$ cat src/rtl/i2c_chsel_pkg.sv
package i2c_chsel_pkg;

    localparam int CTRL_W  = 8;
    localparam int NUM_CH  = 4;
    localparam int SEL_W   = $clog2(NUM_CH);
    localparam int STAGE_W = SEL_W + 1;
    localparam int CNT_W   = $clog2(CTRL_W) + 1;

    typedef enum logic [2:0] {
        ST_IDLE,
        ST_ADDR,
        ST_ADDR_ACK,
        ST_WR_DATA,
        ST_WR_ACK,
        ST_RD_DATA,
        ST_RD_ACK,
        ST_IGNORE
    } i2c_st_e;

endpackage

$ cat src/rtl/i2c_line_sync.sv
module i2c_line_sync #(
    parameter int SYNC_STAGES = 2
) (
    input  logic clk,
    input  logic rst_n,
    input  logic scl_i,
    input  logic sda_i,
    output logic scl_rise_o,
    output logic scl_fall_o,
    output logic sda_lvl_o,
    output logic start_o,
    output logic stop_o
);
    localparam int TOP = SYNC_STAGES;

    typedef struct packed {
        logic [TOP:0] scl_sh;
        logic [TOP:0] sda_sh;
    } sync_t;

    sync_t sync_d, sync_q;

    always_comb begin
        sync_d        = sync_q;
        sync_d.scl_sh = {sync_q.scl_sh[TOP-1:0], scl_i};
        sync_d.sda_sh = {sync_q.sda_sh[TOP-1:0], sda_i};
    end

    always_ff @(posedge clk or negedge rst_n) begin
        if (!rst_n) begin
            sync_q <= '{scl_sh: '1, sda_sh: '1};
        end else begin
            sync_q <= sync_d;
        end
    end

    logic scl_cur, scl_prv, sda_cur, sda_prv;
    assign scl_cur = sync_q.scl_sh[TOP-1];
    assign scl_prv = sync_q.scl_sh[TOP];
    assign sda_cur = sync_q.sda_sh[TOP-1];
    assign sda_prv = sync_q.sda_sh[TOP];

    assign scl_rise_o = scl_cur & ~scl_prv;
    assign scl_fall_o = ~scl_cur & scl_prv;
    assign sda_lvl_o  = sda_cur;
    assign start_o    = scl_cur & scl_prv & sda_prv & ~sda_cur;
    assign stop_o     = scl_cur & scl_prv & ~sda_prv & sda_cur;


    start_stop_excl_chk: assert property (@(posedge clk) disable iff (!rst_n)
        !(start_o && stop_o));


    no_cond_on_scl_edge_chk: assert property (@(posedge clk) disable iff (!rst_n)
        (scl_rise_o || scl_fall_o) |-> !(start_o || stop_o));

endmodule

$ cat src/rtl/i2c_target_fsm.sv
module i2c_target_fsm
    import i2c_chsel_pkg::*;
#(
    parameter logic [3:0] ADDR_HI = 4'b1110
) (
    input  logic                clk,
    input  logic                rst_n,
    input  logic                scl_rise_i,
    input  logic                scl_fall_i,
    input  logic                sda_lvl_i,
    input  logic                start_i,
    input  logic                stop_i,
    input  logic [2:0]          strap_i,
    input  logic [CTRL_W-1:0]   rd_byte_i,
    output logic                sda_pull_o,
    output logic                wr_stb_o,
    output logic [STAGE_W-1:0]  wr_ctrl_o
);
    localparam logic [CNT_W-1:0] LAST_BIT = CNT_W'(CTRL_W);

    typedef struct packed {
        i2c_st_e            state;
        logic [CNT_W-1:0]   cnt;
        logic [CTRL_W-1:0]  shreg;
        logic               rw;
        logic               pull;
        logic               wr_stb;
    } fsm_t;

    fsm_t fsm_d, fsm_q;

    logic addr_hit;
    assign addr_hit = (fsm_q.shreg[CTRL_W-1:1] == {ADDR_HI, strap_i});

    always_comb begin
        fsm_d        = fsm_q;
        fsm_d.wr_stb = 1'b0;
        if (start_i) begin
            fsm_d.state = ST_ADDR;
            fsm_d.cnt   = '0;
            fsm_d.pull  = 1'b0;
        end else if (stop_i) begin
            fsm_d.state = ST_IDLE;
            fsm_d.pull  = 1'b0;
        end else begin
            unique case (fsm_q.state)
                ST_IDLE: ;
                ST_IGNORE: fsm_d.pull = 1'b0;
                ST_ADDR: begin
                    if (scl_rise_i) begin
                        fsm_d.shreg = {fsm_q.shreg[CTRL_W-2:0], sda_lvl_i};
                        fsm_d.cnt   = fsm_q.cnt + 1'b1;
                    end else if (scl_fall_i && fsm_q.cnt == LAST_BIT) begin
                        if (addr_hit) begin
                            fsm_d.state = ST_ADDR_ACK;
                            fsm_d.pull  = 1'b1;
                            fsm_d.rw    = fsm_q.shreg[0];
                        end else begin
                            fsm_d.state = ST_IGNORE;
                        end
                    end
                end
                ST_ADDR_ACK: begin
                    if (scl_fall_i) begin
                        fsm_d.cnt = '0;
                        if (fsm_q.rw) begin
                            fsm_d.state = ST_RD_DATA;
                            fsm_d.shreg = rd_byte_i;
                            fsm_d.pull  = ~rd_byte_i[CTRL_W-1];
                        end else begin
                            fsm_d.state = ST_WR_DATA;
                            fsm_d.pull  = 1'b0;
                        end
                    end
                end
                ST_WR_DATA: begin
                    if (scl_rise_i) begin
                        fsm_d.shreg = {fsm_q.shreg[CTRL_W-2:0], sda_lvl_i};
                        fsm_d.cnt   = fsm_q.cnt + 1'b1;
                    end else if (scl_fall_i && fsm_q.cnt == LAST_BIT) begin
                        fsm_d.state  = ST_WR_ACK;
                        fsm_d.pull   = 1'b1;
                        fsm_d.wr_stb = 1'b1;
                    end
                end
                ST_WR_ACK: begin
                    if (scl_fall_i) begin
                        fsm_d.state = ST_IGNORE;
                        fsm_d.pull  = 1'b0;
                    end
                end
                ST_RD_DATA: begin
                    if (scl_rise_i) begin
                        fsm_d.cnt = fsm_q.cnt + 1'b1;
                    end else if (scl_fall_i) begin
                        if (fsm_q.cnt == LAST_BIT) begin
                            fsm_d.state = ST_RD_ACK;
                            fsm_d.pull  = 1'b0;
                        end else begin
                            fsm_d.shreg = {fsm_q.shreg[CTRL_W-2:0], 1'b0};
                            fsm_d.pull  = ~fsm_q.shreg[CTRL_W-2];
                        end
                    end
                end
                ST_RD_ACK: begin
                    if (scl_fall_i) fsm_d.state = ST_IGNORE;
                end
                default: fsm_d.state = ST_IDLE;
            endcase
        end
    end

    always_ff @(posedge clk or negedge rst_n) begin
        if (!rst_n) begin
            fsm_q <= '{state: ST_IDLE, cnt: '0, shreg: '0, rw: 1'b0, pull: 1'b0, wr_stb: 1'b0};
        end else begin
            fsm_q <= fsm_d;
        end
    end

    assign sda_pull_o = fsm_q.pull;
    assign wr_stb_o   = fsm_q.wr_stb;
    assign wr_ctrl_o  = fsm_q.shreg[STAGE_W-1:0];


    idle_released_chk: assert property (@(posedge clk) disable iff (!rst_n)
        (fsm_q.state == ST_IDLE || fsm_q.state == ST_IGNORE) |=> !fsm_q.pull || start_i);


    ack_needs_match_chk: assert property (@(posedge clk) disable iff (!rst_n)
        (fsm_q.state == ST_ADDR_ACK) |-> (fsm_q.shreg[CTRL_W-1:1] == {ADDR_HI, strap_i}));


    start_restart_chk: assert property (@(posedge clk) disable iff (!rst_n)
        start_i |=> (fsm_q.state == ST_ADDR && fsm_q.cnt == '0 && !fsm_q.pull));


    rd_ack_release_chk: assert property (@(posedge clk) disable iff (!rst_n)
        (fsm_q.state == ST_RD_ACK) |-> !fsm_q.pull);


    wr_stb_pulse_chk: assert property (@(posedge clk) disable iff (!rst_n)
        fsm_q.wr_stb |-> (fsm_q.state == ST_WR_ACK && fsm_q.pull));

endmodule

$ cat src/rtl/chsel_stage_reg.sv
module chsel_stage_reg
    import i2c_chsel_pkg::*;
(
    input  logic                clk,
    input  logic                rst_n,
    input  logic                wr_stb_i,
    input  logic [STAGE_W-1:0]  wr_ctrl_i,
    input  logic                stop_i,
    input  logic [NUM_CH-1:0]   irq_i,
    output logic [CTRL_W-1:0]   rd_byte_o,
    output logic [NUM_CH-1:0]   ch_en_o
);
    typedef struct packed {
        logic [STAGE_W-1:0] active;
        logic [STAGE_W-1:0] pend;
        logic               pend_vld;
        logic [NUM_CH-1:0]  irq_s1;
        logic [NUM_CH-1:0]  irq_s2;
    } reg_t;

    reg_t reg_d, reg_q;

    always_comb begin
        reg_d        = reg_q;
        reg_d.irq_s1 = irq_i;
        reg_d.irq_s2 = reg_q.irq_s1;
        if (wr_stb_i) begin
            reg_d.pend     = wr_ctrl_i;
            reg_d.pend_vld = 1'b1;
        end else if (stop_i && reg_q.pend_vld) begin
            reg_d.active   = reg_q.pend;
            reg_d.pend_vld = 1'b0;
        end
    end

    always_ff @(posedge clk or negedge rst_n) begin
        if (!rst_n) begin
            reg_q <= '0;
        end else begin
            reg_q <= reg_d;
        end
    end

    localparam int PAD_W = CTRL_W - NUM_CH - STAGE_W;
    assign rd_byte_o = {reg_q.irq_s2, {PAD_W{1'b0}}, reg_q.active};

    logic              en_bit;
    logic [SEL_W-1:0]  sel_idx;
    assign en_bit  = reg_q.active[STAGE_W-1];
    assign sel_idx = reg_q.active[SEL_W-1:0];

    for (genvar ch = 0; ch < NUM_CH; ch++) begin : g_decode
        assign ch_en_o[ch] = en_bit && (sel_idx == SEL_W'(ch));
    end


    active_on_stop_chk: assert property (@(posedge clk) disable iff (!rst_n)
        !$stable(reg_q.active) |-> $past(stop_i));


    chen_onehot_chk: assert property (@(posedge clk) disable iff (!rst_n)
        $onehot0(ch_en_o));


    disabled_none_chk: assert property (@(posedge clk) disable iff (!rst_n)
        !reg_q.active[STAGE_W-1] |-> (ch_en_o == '0));

endmodule

$ cat src/rtl/i2c_chsel_target.sv
module i2c_chsel_target
    import i2c_chsel_pkg::*;
#(
    parameter logic [3:0] ADDR_HI     = 4'b1110,
    parameter int         SYNC_STAGES = 2
) (
    input  logic              clk,
    input  logic              rst_n,
    input  logic              scl_i,
    input  logic              sda_i,
    output logic              sda_pull_o,
    input  logic [2:0]        strap_i,
    input  logic [NUM_CH-1:0] irq_i,
    output logic [NUM_CH-1:0] ch_en_o
);
    logic scl_rise, scl_fall, sda_lvl, start_det, stop_det;
    logic wr_stb;
    logic [STAGE_W-1:0] wr_ctrl;
    logic [CTRL_W-1:0]  rd_byte;

    i2c_line_sync #(.SYNC_STAGES(SYNC_STAGES)) u_sync (
        .clk        (clk),
        .rst_n      (rst_n),
        .scl_i      (scl_i),
        .sda_i      (sda_i),
        .scl_rise_o (scl_rise),
        .scl_fall_o (scl_fall),
        .sda_lvl_o  (sda_lvl),
        .start_o    (start_det),
        .stop_o     (stop_det)
    );

    i2c_target_fsm #(.ADDR_HI(ADDR_HI)) u_fsm (
        .clk        (clk),
        .rst_n      (rst_n),
        .scl_rise_i (scl_rise),
        .scl_fall_i (scl_fall),
        .sda_lvl_i  (sda_lvl),
        .start_i    (start_det),
        .stop_i     (stop_det),
        .strap_i    (strap_i),
        .rd_byte_i  (rd_byte),
        .sda_pull_o (sda_pull_o),
        .wr_stb_o   (wr_stb),
        .wr_ctrl_o  (wr_ctrl)
    );

    chsel_stage_reg u_reg (
        .clk       (clk),
        .rst_n     (rst_n),
        .wr_stb_i  (wr_stb),
        .wr_ctrl_i (wr_ctrl),
        .stop_i    (stop_det),
        .irq_i     (irq_i),
        .rd_byte_o (rd_byte),
        .ch_en_o   (ch_en_o)
    );

endmodule

$ cat config.mk
export PLATFORM = sky130hd
export DESIGN_NAME = i2c_chsel_target
export DESIGN_NICKNAME = d
export VERILOG_FILES = /design/src/rtl/i2c_chsel_pkg.sv /design/src/rtl/i2c_line_sync.sv /design/src/rtl/i2c_target_fsm.sv /design/src/rtl/chsel_stage_reg.sv /design/src/rtl/i2c_chsel_target.sv
export SDC_FILE = /design/constraint.sdc
export NUM_CORES = 1
export LEC_CHECK = 0
export BUFFER_PORTS_ARGS = -buffer_cell sky130_fd_sc_hd__buf_2
export CORE_MARGIN = 2
export CORE_UTILIZATION = 59
export CTS_CLUSTER_DIAMETER = 100
export CTS_CLUSTER_SIZE = 12
export DETAILED_ROUTE_END_ITERATION = 12
export PLACE_DENSITY = 0.79
export SLEW_MARGIN = 25
export SYNTH_ARGS = -nofsm -noshare
export SYNTH_HDL_FRONTEND = slang
export SYNTH_HIERARCHICAL = 1
export SYNTH_SLANG_ARGS = --single-unit
export TNS_END_PERCENT = 30
$ cat constraint.sdc
create_clock -name clk -period 2.5 [get_ports clk]
set_input_delay 0.125 -clock clk [delete_from_list [all_inputs] [get_ports clk]]
set_output_delay 0.125 -clock clk [all_outputs]
set_load 0.02 [all_outputs]
==> summary.md <==
| Metric | Value |
|---|---|
| Non-Filler Instances | `243` |
| Post-synth cell types | `between 50 and 60` |
| Crit-path cells | `and4b_1 > nor2_1 > nand4b_1 > o21ai_2 > buf_4 > nor2_1 > a21oi_1` |
| PortBufs | `15` |
| Overall Power | `1.85 mW` |
| Register area share after synthesis | `0.495` |
| Sink Count | `39` |
| N_diodes | `0` |
| FF+latch area | `between 900 and 1000 sq um` |
| Final WL | `3610 microns` |
| CTS tree | `done` |
| Final Hold Vio Count | `0` |
| Iter 0 DRT Violations | `a little under 100` |
| Max Cap Viol | `0` |
| Pre-CTS WS | `about 300 ps` |
| # setup viols final | `0` |
| CP max stage delay | `540 ps` |
| First-pass GRT wire length | `around 6200 microns` |
| Final Max Tran Viols | `0` |
| Synth async-reset ratio | `1.00` |
| GRT overflow | `0` |
| Clk Latency, worst-skew pair | `350 ps` |
| Ys flop type | `dfrtp_1` |
| Clk root buf | `clkbuf_4` |
| FMAX | `452 MHz` |
| Max clock buf depth | `2` |
| Critical path launch point type | `register` |
| Die Y-Extent | `62.1 microns` |
| Post-synth EDFFs | `0` |
| Residual DRC | `0` |
| Routability cong. | `0.901` |
| CTS clk-pin slew, worst paths | `110 ps` |
| Core outline area | `3280 sq um` |
| Final TNS setup | `0 ps` |
| Top delay family on crit path | `simple AND/OR/NAND/NOR gates` |
| Hpwl dp | `2470 microns` |
| Area grow syn2layout | `8.18%` |
| Worst-margin pin slew | `821 ps` |
| Num CTS Buffers | `5` |
| Cell taking the most area after synthesis | `dfrtp_1` |
| FF-to-FF Start | `u_sync/sda_prv$_DFF_PN1_` |
| Pin count of the biggest net entering global routing | `40` |
| Tmin final | `2210 ps` |
| Width of the die | `62.1 microns` |
| Slew HR | `0.453` |
| Mapped Cells | `183` |
| Critical path type | `reg -> reg` |
| Slowest CP cell | `dfstp_2` |
| Worst Hold Launch | `u_sync/sync_d[4]$_DFF_PN1_` |
| Initial antenna violation count | `0` |
| Power Density | `861 nW/um^2` |
| Placed cells | `228` |
| Wire per inst | `14.9 microns` |
| Initial Util | `0.605` |
| Final worst-path cycle share | `0.884` |
| Dominant cell by count in the synthesized netlist | `dfrtp_1` |
| Final setup margin | `a little under 300 ps` |
| Mapped cell area | `1990 sq um` |
| Worst Path Buf+Inv | `1` |
| Tightest hold margin | `~360 ps` |
| Clock Skew | `10.5 ps` |
| Cell row count | `21` |
| Syn_nets | `196` |
| Leak | `around 1.0 nW` |
| Synth cell count leaders | `33 x dfrtp_1, 16 x nor2_1, 15 x a21oi_1, 12 x buf_4, 11 x nand2_1` |
| Yosys warnings | `6` |
| Via Count | `1382` |
| Hold Crit Class | `reg -> reg` |
| Mean Syn Cell Area | `10.9 sq um` |
| Layout cells sized above 1 | `0.228` |
| Die ar. | `a little under 4000 sq um` |
| Worst endpoint data arrival time | `2490 ps` |
| CP dominant cell by count | `nor2_1` |
| Post-CTS Resized | `0` |
| RSZ-0062 raised after global routing | `false` |
| GRT Total Usage | `0.227` |
| Area of the multi-input gates | `856 sq um` |
| Post-synthesis register bit count | `39` |
| CP endpoint kind | `register` |
| # fillers | `272` |
| Vias in the first global route | `1321` |
| Critical path origin | `u_sync/sda_prv$_DFF_PN1_` |
| First-pass detailed-route iteration total | `4` |
| Synth top area share | `0.415` |
| Vias per cell | `5.69` |
| Final ANT Viol Nets | `0` |
| Req. time, crit path | `2770 ps` |
| H-tree depth | `2` |
| Ports | `16` |
| Fin nets | `209` |
| Max FO, Critical Path | `12` |
| Status | `completed` |
| Synth area leaders | `dfrtp_1 42%, dfstp_2 7.9%, buf_4 4.5%` |
| Max rail drop VDD | `0.000492 V` |
placed cells by master (no fill, tap or decap), drive strengths merged, types with 2 or more instances in the layout:
cell / count
dfrtp: 33
buf: 17
nor2: 16
a21oi: 15
nand2: 11
inv: 9
mux2i: 8
dlygate4sd3: 7
clkbuf: 7
mux2: 7
dfstp: 6
o21ai: 5
nor2b: 4
a31oi: 4
nand2b: 3
nand4b: 3
nor3b: 3
xnor2: 3
and4b: 3
and3b: 2
a211oi: 2
o31ai: 2
nor3: 2
ha: 2
nand3b: 2
sequential cells by signal (all words and copies together), names as in the netlist:
signal	count
u_fsm/fsm_q	13
u_reg/rd_byte_o	7
u_reg/reg_d	4
u_reg/reg_q	4
u_fsm/wr_ctrl_o	3
u_sync/sync_d	2
u_fsm/sda_pull_o	1
u_fsm/wr_stb_o	1
u_sync/scl_cur	1
u_sync/scl_prv	1
u_sync/sda_lvl_o	1
u_sync/sda_prv	1
cell type report:
| type | instances | share of cell area |
|---|---|---|
| Tap cell | 46 | 0.0268 |
| Clock buffer | 7 | 0.0256 |
| Timing Repair Buffer | 24 | 0.0745 |
| Sequential cell | 39 | 0.457 |
| Multi-Input combinational cell | 118 | 0.398 |
| Clock inverter | 1 | 0.00407 |
| Inverter | 8 | 0.0140 |
logic make-up (layout without fill, tap and decap cells):
group,count (synthesis),in the layout,share of synthesized area
other,1,1,0.00189
AOI/OAI and AO/OA,39,39,0.144
xor gates and xnor gates,3,3,0.0132
adders and majority gates,2,2,0.0126
and+or+nand+nor,58,58,0.173
DFF,39,39,0.495
buffers and inverters,26,40,0.0749
muxes,15,15,0.0856
power breakdown:
group          internal, mW  leakage, nW  switching, mW
logic                 0.275        0.520          0.308
registers             0.749        0.470          0.169
clock network         0.142       0.0359          0.210
total                  1.17         1.03          0.686
through the flow:
stage,cell area (sq um),util
2_1_floorplan,1990,-
3_3_place_gp,2020,0.614
3_5_place_dp,2020,0.614
6_report,2150,0.655
4_1_cts,2150,0.655
5_1_grt,2150,0.655
per-layer routing:
layer,global-route usage,vias to the layer above,part of all wire
met5,0,-,0
met2,0.339,49,0.46
li1,-,666,-
met1,0.311,661,0.46
met3,0.0621,6,0.065
met4,0.0942,0,0.013
path summary, 6_finish.rpt:
path                       slack, ps  cells past startpoint                           to
setup / recovery                 290                      7   u_fsm/fsm_q[9]$_DFFE_PN0P_
hold / removal                   360                      0     u_sync/scl_cur$_DFF_PN1_
setup reg to reg                 290                      7   u_fsm/fsm_q[9]$_DFFE_PN0P_
hold reg to reg                  360                      0     u_sync/scl_cur$_DFF_PN1_
max in group asynchronous       1580                      2  u_fsm/fsm_q[13]$_DFFE_PN0P_
min in group asynchronous        390                      2   u_fsm/fsm_q[6]$_DFFE_PN0P_
worst register-to-register path, delay by kind of cell, from the launching register on:
kind	cells	cell delay [ps]
AO/OA/AOI/OAI	2	290
buffers and inverters	1	230
flip-flops	1	540
AND/OR/NAND/NOR	4	1100
repair_timing:
item	in CTS	in global routing
buffers inserted	0	0
hold buffers	7	0
endpoints found under the hold margin	39	0
No activity file was read; power rests on OpenSTA's default activity.
